`config.mk`:
```
export PLATFORM = sky130hd
export DESIGN_NAME = lvl_irq_hub
export DESIGN_NICKNAME = d
export VERILOG_FILES = /design/src/rtl/irqc_pkg.sv /design/src/rtl/irqc_decode.sv /design/src/rtl/irqc_status.sv /design/src/rtl/irqc_enable.sv /design/src/rtl/irqc_readout.sv /design/src/rtl/lvl_irq_hub.sv
export SDC_FILE = /design/constraint.sdc
export NUM_CORES = 1
export LEC_CHECK = 0
export BUFFER_PORTS_ARGS = -buffer_cell sky130_fd_sc_hd__buf_2
export CAP_MARGIN = 10
export CORE_ASPECT_RATIO = 1.4
export CORE_UTILIZATION = 47
export DETAILED_ROUTE_END_ITERATION = 8
export HOLD_SLACK_MARGIN = 0.12
export PLACE_DENSITY = 0.7
export RECOVER_POWER = 50
export SYNTH_ARGS = -nofsm -noshare
export SYNTH_HDL_FRONTEND = slang
export SYNTH_SLANG_ARGS = --single-unit
```
`constraint.sdc`:
```
create_clock -name clk -period 1.4 [get_ports clk]
set_input_delay 0.14 -clock clk [delete_from_list [all_inputs] [get_ports clk]]
set_output_delay 0.14 -clock clk [all_outputs]
set_load 0.005 [all_outputs]
```
`src/rtl/irqc_pkg.sv`:
```
package irqc_pkg;

  localparam int unsigned OFS_STAT = 0;
  localparam int unsigned OFS_SET  = 4;
  localparam int unsigned OFS_EN   = 8;
  localparam int unsigned OFS_MSK  = 12;

  typedef enum logic [2:0] {
    SEL_NONE,
    SEL_STAT,
    SEL_SET,
    SEL_EN,
    SEL_MSK
  } reg_sel_e;

  typedef struct packed {
    logic     rd;
    logic     wr;
    reg_sel_e sel;
  } bus_op_t;

  // Map a big-endian bit position to the little-endian status index.
  function automatic int unsigned be_to_lsb(input int unsigned be_pos,
                                            input int unsigned width);
    return width - 1 - be_pos;
  endfunction

endpackage

```
`src/rtl/irqc_decode.sv`:
```
module irqc_decode
  import irqc_pkg::*;
#(
  parameter int unsigned ADDR_W = 4
) (
  input  logic              bus_sel,
  input  logic              bus_we,
  input  logic [ADDR_W-1:0] bus_addr,
  output bus_op_t           op
);

  localparam logic [ADDR_W-1:0] A_STAT = ADDR_W'(OFS_STAT);
  localparam logic [ADDR_W-1:0] A_SET  = ADDR_W'(OFS_SET);
  localparam logic [ADDR_W-1:0] A_EN   = ADDR_W'(OFS_EN);
  localparam logic [ADDR_W-1:0] A_MSK  = ADDR_W'(OFS_MSK);

  always_comb begin
    op.rd  = bus_sel & ~bus_we;
    op.wr  = bus_sel & bus_we;
    op.sel = SEL_NONE;
    if (bus_sel) begin
      if (bus_addr == A_STAT)     op.sel = SEL_STAT;
      else if (bus_addr == A_SET) op.sel = SEL_SET;
      else if (bus_addr == A_EN)  op.sel = SEL_EN;
      else if (bus_addr == A_MSK) op.sel = SEL_MSK;
      else                        op.sel = SEL_NONE;
    end
  end

endmodule

```
`src/rtl/irqc_status.sv`:
```
module irqc_status
  import irqc_pkg::*;
#(
  parameter int unsigned N_SRC  = 32,
  parameter int unsigned DATA_W = 32
) (
  input  logic              clk,
  input  logic              rst,
  input  logic [N_SRC-1:0]  src_i,
  input  bus_op_t           op,
  input  logic [DATA_W-1:0] wdata,
  output logic [N_SRC-1:0]  stat_q
);

  logic [N_SRC-1:0] src_q;
  logic             clr_we;
  logic             set_we;

  assign clr_we = op.wr && (op.sel == SEL_STAT);
  assign set_we = op.wr && (op.sel == SEL_SET);

  always_ff @(posedge clk) begin
    if (rst) src_q <= '0;
    else     src_q <= src_i;
  end

  for (genvar i = 0; i < N_SRC; i++) begin : g_bit
    logic rise;
    logic fall;
    assign rise = src_i[i] & ~src_q[i];
    assign fall = ~src_i[i] & src_q[i];

    // Bus writes outrank source events on the same bit.
    always_ff @(posedge clk) begin
      if (rst)                       stat_q[i] <= 1'b0;
      else if (set_we)               stat_q[i] <= wdata[i];
      else if (clr_we && wdata[i])   stat_q[i] <= 1'b0;
      else if (rise)                 stat_q[i] <= 1'b1;
      else if (fall)                 stat_q[i] <= 1'b0;
    end
  end

endmodule

```
`src/rtl/irqc_enable.sv`:
```
module irqc_enable
  import irqc_pkg::*;
#(
  parameter int unsigned N_SRC  = 32,
  parameter int unsigned DATA_W = 32
) (
  input  logic              clk,
  input  logic              rst,
  input  bus_op_t           op,
  input  logic [DATA_W-1:0] wdata,
  output logic [N_SRC-1:0]  en_q
);

  always_ff @(posedge clk) begin
    if (rst)                                en_q <= '0;
    else if (op.wr && (op.sel == SEL_EN))   en_q <= wdata[N_SRC-1:0];
  end

endmodule

```
`src/rtl/irqc_readout.sv`:
```
module irqc_readout
  import irqc_pkg::*;
#(
  parameter int unsigned N_SRC  = 32,
  parameter int unsigned DATA_W = 32
) (
  input  logic              clk,
  input  logic              rst,
  input  bus_op_t           op,
  input  logic [N_SRC-1:0]  stat,
  input  logic [N_SRC-1:0]  en,
  output logic [DATA_W-1:0] rdata_q,
  output logic              irq_q
);

  logic [N_SRC-1:0]  masked;
  logic [DATA_W-1:0] mux;

  assign masked = stat & en;

  always_comb begin
    unique case (op.sel)
      SEL_STAT: mux = DATA_W'(stat);
      SEL_SET:  mux = DATA_W'(stat);
      SEL_EN:   mux = DATA_W'(en);
      SEL_MSK:  mux = DATA_W'(masked);
      default:  mux = '0;
    endcase
  end

  always_ff @(posedge clk) begin
    if (rst) begin
      rdata_q <= '0;
      irq_q   <= 1'b0;
    end else begin
      rdata_q <= op.rd ? mux : '0;
      irq_q   <= |masked;
    end
  end

endmodule

```
`src/rtl/lvl_irq_hub.sv`:
```
module lvl_irq_hub
  import irqc_pkg::*;
#(
  parameter int unsigned N_SRC  = 32,
  parameter int unsigned DATA_W = 32,
  parameter int unsigned ADDR_W = 4
) (
  input  logic              clk,
  input  logic              rst,
  input  logic [N_SRC-1:0]  src_i,
  input  logic              bus_sel,
  input  logic              bus_we,
  input  logic [ADDR_W-1:0] bus_addr,
  input  logic [DATA_W-1:0] bus_wdata,
  output logic [DATA_W-1:0] bus_rdata,
  output logic              irq_o
);

  bus_op_t          op;
  logic [N_SRC-1:0] stat_q;
  logic [N_SRC-1:0] en_q;

  irqc_decode #(.ADDR_W(ADDR_W)) u_decode (
    .bus_sel  (bus_sel),
    .bus_we   (bus_we),
    .bus_addr (bus_addr),
    .op       (op)
  );

  irqc_status #(.N_SRC(N_SRC), .DATA_W(DATA_W)) u_status (
    .clk    (clk),
    .rst    (rst),
    .src_i  (src_i),
    .op     (op),
    .wdata  (bus_wdata),
    .stat_q (stat_q)
  );

  irqc_enable #(.N_SRC(N_SRC), .DATA_W(DATA_W)) u_enable (
    .clk   (clk),
    .rst   (rst),
    .op    (op),
    .wdata (bus_wdata),
    .en_q  (en_q)
  );

  irqc_readout #(.N_SRC(N_SRC), .DATA_W(DATA_W)) u_readout (
    .clk     (clk),
    .rst     (rst),
    .op      (op),
    .stat    (stat_q),
    .en      (en_q),
    .rdata_q (bus_rdata),
    .irq_q   (irq_o)
  );

endmodule

```
Word-level counts from Yosys, hierarchy flattened. Cells that the tools add are included.

Eq/ne operators: 7. Mux-type cells: 134. Bitwise operators: 133. Reduce and logical (&&, ||, !) cells: 71.

Operators by type and width (number): 2-to-1 mux 1 bit (128); nonzero test 4 bit (32); one-hot mux 32 bit (3 select lines) (1); AND 1 bit (66); inverter 1 bit (66); logical AND 1 bit (35); AND 32 bit (1); OR reduction 32 bit (1); 2-to-1 mux 3 bit (5); equality test 4 bit (second input constant) (2); equality test 3 x 2 -> 1 bit (second input constant) (2); equality test 4 x 3 -> 1 bit (second input constant) (1); zero test 4 bit (1); OR reduction 2 bit (2); equality test 3 x 1 -> 1 bit (second input constant) (1); equality test 3 bit (second input constant) (1).

Flip-flop bits (word level): 129. Bits of input ports: 72. Word-level logic and storage cells: 381.

Depth between registers and ports, before layout. Gate-level depths: netlist (run 1).

Word-level depth: 11. Mapped depth: 6.

By module. A second synthesis (run 1) with hierarchy kept.

Cell total of the unflattened synthesis: 623. Area total of the unflattened synthesis: 6190.9 um^2.

By module, submodules not included: irqc_status (instances 1, cells an instance 242, area an instance 2531.2 um^2); irqc_readout (instances 1, cells an instance 233, area an instance 2143.3 um^2); irqc_enable (instances 1, cells an instance 140, area an instance 1470.2 um^2); irqc_decode (instances 1, cells an instance 8, area an instance 46.3 um^2).

Worst setup path after synthesis (run 1). OpenSTA, ideal clock, no wires.

Kind: input to register. From: input bus_addr[3]. To: register u_status.stat_q[14]. Setup time: 0.132 ns. Arrival: 1.095 ns. Path slack: 0.172 ns. Cell stages on the path: 5. Buffers on the path: 2. Cells stage by stage: or4b_1 -> buf_2 -> buf_6 -> nor2_1 -> o32ai_1.

Word-level cells in the longest chain between the ends: 11. Elaborated cells between the ends (all ways): 17.

RTL lines: from (decl) (line lvl_irq_hub.sv:13) `input logic [ADDR_W-1:0] bus_addr,`; equality test 4 bit (line irqc_decode.sv:25) `else if (bus_addr == A_MSK) op.sel = SEL_MSK;`; 2-to-1 mux 3 bit (line irqc_decode.sv:25); 2-to-1 mux 3 bit (line irqc_decode.sv:24) `else if (bus_addr == A_EN) op.sel = SEL_EN;`; 2-to-1 mux 3 bit (line irqc_decode.sv:23) `else if (bus_addr == A_SET) op.sel = SEL_SET;`; 2-to-1 mux 3 bit * (line irqc_decode.sv:22) `if (bus_addr == A_STAT) op.sel = SEL_STAT;`; 2-to-1 mux 3 bit * (line irqc_decode.sv:21) `if (bus_sel) begin`; equality test 3 x 1 -> 1 bit (line irqc_status.sv:19) `assign clr_we = op.wr && (op.sel == SEL_STAT);`; logical AND 1 bit (line irqc_status.sv:19); logical AND 1 bit (line irqc_status.sv:37) `else if (clr_we && wdata[i]) stat_q[i] <= 1'b0;`; 2-to-1 mux 1 bit (line irqc_status.sv:37); 2-to-1 mux 1 bit (line irqc_status.sv:36) `else if (set_we) stat_q[i] <= wdata[i];`; to (signal, indexed assignment) (line irqc_status.sv:36); to (decl) (line irqc_status.sv:12) `output logic [N_SRC-1:0] stat_q`.

Mark *: on every way between the ends. The rest lies on a longest branch, timed or not. A chain may end at the register's enable or synchronous reset.

Worst setup path after layout (run 1).
From: register u_status.stat_q[21]. To: register u_readout.irq_q.

Word-level cells in the longest chain between the ends: 2.

RTL lines: AND 32 bit (line irqc_readout.sv:19) `assign masked = stat & en;`; OR reduction 32 bit (line irqc_readout.sv:37) `irq_q <= |masked;`; to (signal assigned) (line irqc_readout.sv:37); to (decl) (line irqc_readout.sv:13) `output logic irq_q`.

No other way between the ends.

==> impl_metrics.tcl, run 1 <==
set metrics [dict create \
    outcome "finished clean" \
    grt_first_pass_wirelength_um 26100 \
    cts_hold_buf 64 \
    critPathLaunchType "flop" \
    final_layout_size_suffix_gt1_share_pct 19.2 \
    first_global_vias 5381 \
    finalHoldViolations 0 \
    grt_usage_pct 28.7 \
    place_ws_ns -0.0245 \
    min_period_ns 1.36 \
    initial_core_util_pct 48.6 \
    post-route-period-util_pct 97.3 \
    async_flop_share_pct 0 \
    seq_power_share_pct 40.9 \
    diodes 0 \
    power_mw 9.56 \
    layout.nets 878 \
    setup_ws_ns 0.0384 \
    clk_latency_ns 0.42 \
    met3_usage_pct 5.04 \
    drt_iter0_drc 499 \
    netlist.area_leader.share_pct 48.6 \
    antenna_found_initial 0 \
    synth_area_leaders "dfxtp_1 49%, nor2_1 6.9%, maj3_1 6.0%" \
    end_kind "flop" \
    cts_buffer_depth 2 \
    required_ns 1.69 \
    path_class "reg2reg" \
    ant_nets 0 \
    finalWeightedCongestion 0.821 \
    syn-cell-area_um2 5310 \
    top_usage_layer "met2" \
    p_int_mw 7.42 \
    setup-violations-final 0 \
    crit_arrival_ns 1.65 \
    routedWlPerCell_um 16.9 \
    drcViolationCount 0 \
    syn_inst 642 \
    tightest_slew_ns 0.633 \
    clk_pin_slew_worst_paths_ns 0.06 \
    grtUsageMet1_pct 34.7 \
    io_pins 105 \
    cts.sinks 129 \
    synth.distinct_cells 26 \
    rows 45 \
    fin_skew_ns 0.00903 \
    p_sw_mw 2.14 \
    firstDrtPassIters 5 \
    cts_root_buffer "clkbuf_16" \
    synth_largest_area_cell "dfxtp_1" \
    die_w_um 91.8 \
    core-area_um2 10900 \
    stdcell_count 960 \
    post_cts_resized 0 \
    slew_headroom_pct 57.8 \
    ir_drop_mv 0.672 \
    clkPwrFrac_pct 49.6 \
    grt_max_degree 42 \
    power.density_nw_per_um2 1310 \
    h-tree-depth 4 \
    p_comb_share_pct 9.5 \
    min_path_type "in2reg" \
    cts_buffers 17 \
    synth_nets 714 \
    vias_per_cell 5.67 \
    vias 5446 \
    wirelength_um 16300 \
    synth-seq-cells 129 \
    netSwitchingFraction_pct 22.4 \
    synth_edf_count 0 \
    cap_violations 0 \
    power_leakage_nw 3.00 \
    max_freq_mhz 734 \
    synth_flop_cell "dfxtp_1" \
    grt-ovfl-total 0 \
    io_buffers 104 \
    met2_usage_pct 48.5 \
    syn2layout_area_growth_pct 37.6 \
    ys_seq_area_share_pct 48.6 \
    die_h_um 128 \
    yosysWarningCount 0 \
    place_inst 864 \
    hpwl_um 10000 \
    rsz0062_at_grt "no" \
    dieArea_um2 11700 \
    cts_setup_buffers 0 \
    cts_tree "yes" \
    path_max_fanout 2 \
    avgSynthCellArea_um2 8.27 \
    drv_slew 0 \
]
[stage by stage]
| step | setup TNS (ns) | util [%] | hold WS [ns] | area, um^2 |
|---|---|---|---|---|
| detailed placement | -0.112 | 55.6 | 0.365 | 6070 |
| global route | 0 | 66.9 | 0.248 | 7310 |
| finish | 0 | 66.9 | 0.229 | 7310 |
| floorplan | 0 | - | 0.266 | 5310 |
| global placement | 0 | 55.6 | 0.356 | 6070 |
| CTS | 0 | 67.3 | 0.219 | 7350 |
[metal layers]
metal  wire [um]  vias to the layer above  part of all wire [%]
met5           0                        -                     0
met2        7980                      303                    49
met3        1190                       50                   7.3
met4         582                        0                   3.6
met1        6520                     2549                    40
li1            -                     2544                     -
[cells in the final DEF (no fill, tap or decap), types with 2 or more instances in the layout]
cell / count
a21oi_1: 32
nand4_1: 4
maj3_1: 32
buf_2: 100
inv_1: 66
a22oi_1: 16
clkbuf_8: 4
o21ai_0: 59
clkinv_4: 2
clkbuf_16: 17
dlygate4sd3_1: 64
nand3_1: 34
nand2b_1: 11
a32oi_1: 10
nor2_1: 98
buf_12: 4
buf_4: 20
o21ai_1: 5
nand2_1: 32
bufinv_16: 4
o22ai_1: 22
dfxtp_1: 129
clkinv_2: 3
clkbuf_1: 11
o32ai_1: 32
[flip-flops by register name, indices dropped and copies added (netlist names)]
name / cells
u_enable.en_q: 32
u_readout.rdata_q: 32
u_status.src_q: 32
u_status.stat_q: 32
u_readout.irq_q: 1
[logic make-up after synthesis]
kind of cell	count (synthesis)	synth area share, %
AOI/OAI and AO/OA	177	21.0
adders and majority gates	32	6.03
buffers and inverters	119	9.16
DFF	129	48.6
and+or+nand+nor	185	15.1
[power groups by stage]
stage | combinational [mW] | sequential, mW | clock [mW]
final | 0.908 | 3.91 | 4.74
after global routing | 0.993 | 3.92 | 4.95
after CTS | 0.907 | 3.90 | 4.76
after detailed placement | 0.762 | 3.98 | 0
after global placement | 0.739 | 3.98 | 0
after floorplan | 0.455 | 3.95 | 0
[path summary, 6_finish.rpt]
path,from,slack [ns],cells past startpoint,to
setup / recovery,u_status.stat_q[21]$_SDFFE_PP0P_,0.04,3,u_readout.irq_q$_SDFF_PP0_
hold / removal,rst,0.23,3,u_status.src_q[31]$_SDFF_PP0_
setup reg to reg,u_status.stat_q[21]$_SDFFE_PP0P_,0.04,3,u_readout.irq_q$_SDFF_PP0_
hold reg to reg,u_enable.en_q[21]$_SDFFE_PP0P_,0.50,2,u_enable.en_q[21]$_SDFFE_PP0P_
[Yosys cell counts (2+ instances only)]
master / number
o32ai_1: 32
buf_1: 3
clkbuf_2: 2
o22ai_1: 22
inv_1: 66
nor2b_1: 2
nand4_1: 4
nand2_1: 32
o21ai_1: 5
dfxtp_1: 129
buf_2: 12
a21oi_1: 32
clkbuf_1: 33
o21ai_0: 59
maj3_1: 32
nand2b_1: 11
a32oi_1: 10
nand3_1: 34
buf_6: 3
nor2_1: 98
a22oi_1: 16
[layout make-up]
type	count	area (um^2)
clock inverters	9	153
repair buffers	198	1410
well taps	141	176
clock buffers	23	488
flip-flops and latches	129	2580
inverters	66	248
multi-input cells	394	2250
fillers	895	3610
[worst max-delay path, stage by stage, from the launching register on]
cell     delay (ns)
dfxtp_1        0.32
a22oi_1        0.39
nand4_1        0.19
o41a_1         0.34
Power figures use the tool's default switching activity.
==> run 2, diff against run 1 <==
Settings changed: CORE_ASPECT_RATIO 1.4 to 0.8.
==> run 2 against run 1 <==
Fmax grew 0.62%. Combinational power rose by 1%. Clock skew shrank 0.0033 ns. Largest cell class unchanged.
==> impl_metrics.tcl, run 2 (same netlist as run 1, synthesis figures left out) <==
set metrics [dict create \
    required_ns 1.69 \
    first_global_vias 5303 \
    cap_violations 0 \
    cts_buffer_depth 2 \
    power.density_nw_per_um2 1280 \
    drt_iter0_drc 674 \
    slew_headroom_pct 62.5 \
    wirelength_um 16100 \
    top_usage_layer "met2" \
    diodes 0 \
    ant_nets 0 \
    crit_arrival_ns 1.64 \
    fin_util_pct 66.9 \
    p_comb_share_pct 9.8 \
    finalWeightedCongestion 0.849 \
    min_period_ns 1.35 \
    firstDrtPassIters 5 \
    max_freq_mhz 739 \
    routedWlPerCell_um 16.7 \
    final_cell_mix "129 x dfxtp_1, 102 x buf_2, 98 x nor2_1, 66 x inv_1, 64 x dlygate4sd3_1" \
    antenna_found_initial 0 \
    path_max_fanout 4 \
    cts_root_buffer "clkbuf_16" \
    layout.nets 875 \
    cts_buffers 17 \
    p_int_mw 7.24 \
    grtUsageMet1_pct 38.2 \
    final_common_cell "dfxtp_1" \
    dieArea_um2 11700 \
    syn2layout_area_growth_pct 37.8 \
    clkPwrFrac_pct 48.6 \
    vias 5318 \
    final_layout_size_suffix_gt1_share_pct 19.5 \
    finalHoldViolations 0 \
    drv_slew 0 \
    tightest_slew_ns 0.555 \
    ir_drop_mv 0.989 \
    end_kind "flop" \
    setup-violations-final 0 \
    p_sw_mw 2.16 \
    grt_usage_pct 28.6 \
    initial_core_util_pct 48.6 \
    clk_latency_ns 0.42 \
    io_pins 105 \
    core-area_um2 10900 \
    critPathLaunchType "flop" \
    min_path_type "in2reg" \
    met2_usage_pct 44.4 \
    die_h_um 97.1 \
    place_ws_ns -0.0316 \
    rsz0062_at_grt "no" \
    outcome "finished clean" \
    path_class "reg2reg" \
    grt_max_degree 44 \
    h-tree-depth 4 \
    io_buffers 104 \
    grt-ovfl-total 0 \
    power_leakage_nw 3.00 \
    cts_tree "yes" \
    vias_per_cell 5.54 \
    die_w_um 121 \
    rows 34 \
    clk_pin_slew_worst_paths_ns 0.06 \
    seq_power_share_pct 41.6 \
    drcViolationCount 0 \
    fin_skew_ns 0.00574 \
    cts.sinks 129 \
    met3_usage_pct 6.98 \
    hpwl_um 10200 \
    grt_first_pass_wirelength_um 25800 \
    netSwitchingFraction_pct 23.0 \
    setup_ws_ns 0.0468 \
    post_cts_resized 0 \
    post-route-period-util_pct 96.7 \
]
[run 2: changes by cell type in the layout (fill, tap and decap cells not counted), sizes merged]
| cell | before | now |
|---|---|---|
| bufinv | 4 | 3 |
| clkinvlp | 0 | 2 |
| buf | 124 | 127 |
| clkbuf | 33 | 27 |
| clkinv | 5 | 4 |
[run 2: power by group through the flow]
stage | combinational (mW) | clock [mW] | sequential, mW
2_1_floorplan | 0.455 | 0 | 3.95
3_3_place_gp | 0.743 | 0 | 3.98
3_5_place_dp | 0.768 | 0 | 3.98
4_1_cts | 0.911 | 4.62 | 3.90
5_1_grt | 0.998 | 4.80 | 3.92
6_report | 0.919 | 4.57 | 3.91
[run 2: worst paths after layout]
path                                                       start                              to  slack [ns]  depth (start not counted)
worst max-delay path            u_status.stat_q[21]$_SDFFE_PP0P_      u_readout.irq_q$_SDFF_PP0_        0.05                          3
worst max register to register  u_status.stat_q[21]$_SDFFE_PP0P_      u_readout.irq_q$_SDFF_PP0_        0.05                          3
worst min register to register    u_enable.en_q[11]$_SDFFE_PP0P_  u_enable.en_q[11]$_SDFFE_PP0P_        0.50                          2
worst min-delay path                                         rst   u_status.src_q[11]$_SDFF_PP0_        0.21                          3
[run 2: per-layer routing]
metal	routed length [um]	up-vias
met5	0	-
met4	308	0
met3	1440	37
met2	7190	298
met1	7130	2445
li1	-	2538
[run 2: layout make-up]
| cell class | count | area [um^2] |
|---|---|---|
| multi-input cells | 394 | 2250 |
| clock buffers | 23 | 488 |
| clock inverters | 9 | 129 |
| flip-flops and latches | 129 | 2580 |
| repair buffers | 195 | 1440 |
| inverters | 66 | 248 |
| fillers | 870 | 3610 |
| well taps | 144 | 180 |
[run 2: what timing repair did]
action	in CTS	in global routing
setup buffers	0	0
hold endpoints to repair	96	0
hold buffers	64	0
[run 2: critical path, stage by stage, from the launching register on]
cell and delay, ns:
dfxtp_1 0.34, a22oi_1 0.33, nand4_1 0.18, o41a_1 0.37
[run 2: stage by stage]
step                      cell area (um^2)  power, mW  hold slack, ns  setup TNS, ns  std cells
after floorplan                       5310       4.41           0.266              0        642
after global placement                6090       4.72           0.354              0        864
after detailed placement              6090       4.75           0.363         -0.162        864
after CTS                             7340       9.43           0.188              0        960
after global routing                  7320       9.72           0.223              0        960
final                                 7320       9.40           0.211              0        960
==> run 3, diff against run 2 <==
Settings changed: CORE_UTILIZATION 47 to 45, PLACE_DENSITY 0.7 to 0.67.
==> run 3 against run 2 <==
Largest power group unchanged. Register-to-register slack gained 0.02 ns. Largest cell class unchanged. Clock power is essentially flat. Final cell count grew 0.21%. Worst hold slack lost 0.045 ns. Global-route usage shrank 1.8 points. Highest routed layer unchanged. Clock skew is essentially flat. Design area shrank 0.15%.
==> impl_metrics.tcl, run 3 (same netlist as run 1, synthesis figures left out) <==
set metrics [dict create \
    first_global_vias 5069 \
    final.setup.tns_ns 0 \
    drt_iter0_drc 620 \
    cpLargestDelayFamily "compound AO/OA/AOI/OAI gates" \
    drcViolationCount 0 \
    finalWeightedCongestion 0.841 \
    required_ns 1.70 \
    path_max_fanout 4 \
    die_w_um 123 \
    firstDrtPassIters 5 \
    routedWlPerCell_um 16.4 \
    setup-violations-final 0 \
    crit_arrival_ns 1.63 \
    post_cts_resized 0 \
    met2_usage_pct 44.2 \
    diodes 0 \
    wirelength_um 15800 \
    grt-ovfl-total 0 \
    end_kind "flop" \
    critPathLaunchType "flop" \
    reg2reg_depth 3 \
    met3_usage_pct 4.76 \
    ant_nets 0 \
    outcome "finished clean" \
    initial_core_util_pct 46.1 \
    final_layout_size_suffix_gt1_share_pct 19.8 \
    dieArea_um2 12200 \
    power_leakage_nw 2.99 \
    post-route-period-util_pct 95.3 \
    placed_area_um2 6080 \
    slew_headroom_pct 50.5 \
    hpwl_um 9770 \
    grt_usage_pct 26.8 \
    core-area_um2 11500 \
    grt_first_pass_wirelength_um 25200 \
    hold_ws_ns 0.166 \
    min_path_type "in2reg" \
    max_freq_mhz 750 \
    syn2layout_area_growth_pct 37.6 \
    fin_skew_ns 0.00595 \
    cts_buffers 17 \
    h-tree-depth 4 \
    vias 5313 \
    cts.sinks 129 \
    crit_buf_inv 0 \
    io_buffers 104 \
    clk_latency_ns 0.41 \
    cap_violations 0 \
    crit_path_max_incr_delay_ns 0.35 \
    rsz0062_at_grt "no" \
    hold_depth 3 \
    cts_buffer_depth 2 \
    final_common_cell "dfxtp_1" \
    drv_slew 0 \
    finalHoldViolations 0 \
    final_area_um2 7310 \
    vias_per_cell 5.52 \
    antenna_found_initial 0 \
    rows 35 \
    top_usage_layer "met2" \
    cts_tree "yes" \
    cp.depth 3 \
    power.density_nw_per_um2 1290 \
    cts_root_buffer "clkbuf_16" \
    final_cell_mix "129 x dfxtp_1, 101 x buf_2, 98 x nor2_1, 66 x inv_1, 64 x dlygate4sd3_1" \
    io_pins 105 \
    clk_pin_slew_worst_paths_ns 0.06 \
    path_class "reg2reg" \
    grt_max_degree 49 \
    tightest_slew_ns 0.742 \
    grtUsageMet1_pct 35.2 \
    slowest_stage "a22oi_1" \
    die_h_um 99.2 \
    ir_drop_mv 0.892 \
    layout.nets 873 \
    fin_util_pct 63.5 \
    min_period_ns 1.33 \
    path_cells "a22oi_1, nand4_1, o41a_1" \
]
[run 3: cell count changes in the layout (fill, tap and decap cells not counted), moves of 2 or more]
cell,delta
clkbuf_2,+2
buf_4,-2
clkbuf_1,-3
clkinv_4,+3
[run 3: routing by layer]
metal	wire (um)	part of all wire (%)	vias up
li1	-	-	2537
met1	6810	43	2498
met2	7520	48	255
met3	1240	7.8	23
met4	181	1.1	0
met5	0	0	-
[run 3: final cells by class]
type	instances	area (um^2)
clock buffer	20	467
clock inverter	12	158
fill	978	4210
inverter	66	248
multi-input combinational	394	2250
sequential	129	2580
tap	148	185
timing repair buffer	193	1420
[run 3: power breakdown]
part	leakage, nW	switching [mW]	internal (mW)	total (mW)
Clock	0.298	1.63	2.94	4.58
Combinational	1.64	0.462	0.448	0.910
Sequential	1.06	0.0975	3.81	3.91
[run 3: final timing paths]
check / end / slack [ns] / startpoint
max: u_readout.irq_q$_SDFF_PP0_ / 0.07 / u_status.stat_q[21]$_SDFFE_PP0P_
min: u_status.src_q[13]$_SDFF_PP0_ / 0.17 / rst
max reg2reg: u_readout.irq_q$_SDFF_PP0_ / 0.07 / u_status.stat_q[21]$_SDFFE_PP0P_
min reg2reg: u_enable.en_q[6]$_SDFFE_PP0P_ / 0.50 / u_enable.en_q[6]$_SDFFE_PP0P_
[run 3: stage by stage]
stage / power [mW] / std cells / setup WS, ns
2_1_floorplan: 4.41 / 642 / 0.172
3_3_place_gp: 4.72 / 866 / 0.0180
3_5_place_dp: 4.75 / 866 / -0.0392
4_1_cts: 9.44 / 962 / 0.117
5_1_grt: 9.71 / 962 / 0.0684
6_report: 9.39 / 962 / 0.0662
[run 3: what timing repair did]
| item | 4_1_cts | 5_1_grt |
|---|---|---|
| hold buffers | 64 | 0 |
| setup buffers | 0 | 0 |
| hold endpoints to repair | 96 | 0 |
[run 3: tightest hold or removal path: cells and delay by family]
kind | cells | cell delay (ns)
buffers and inverters | 2 | 0.34
and+or+nand+nor | 1 | 0.05
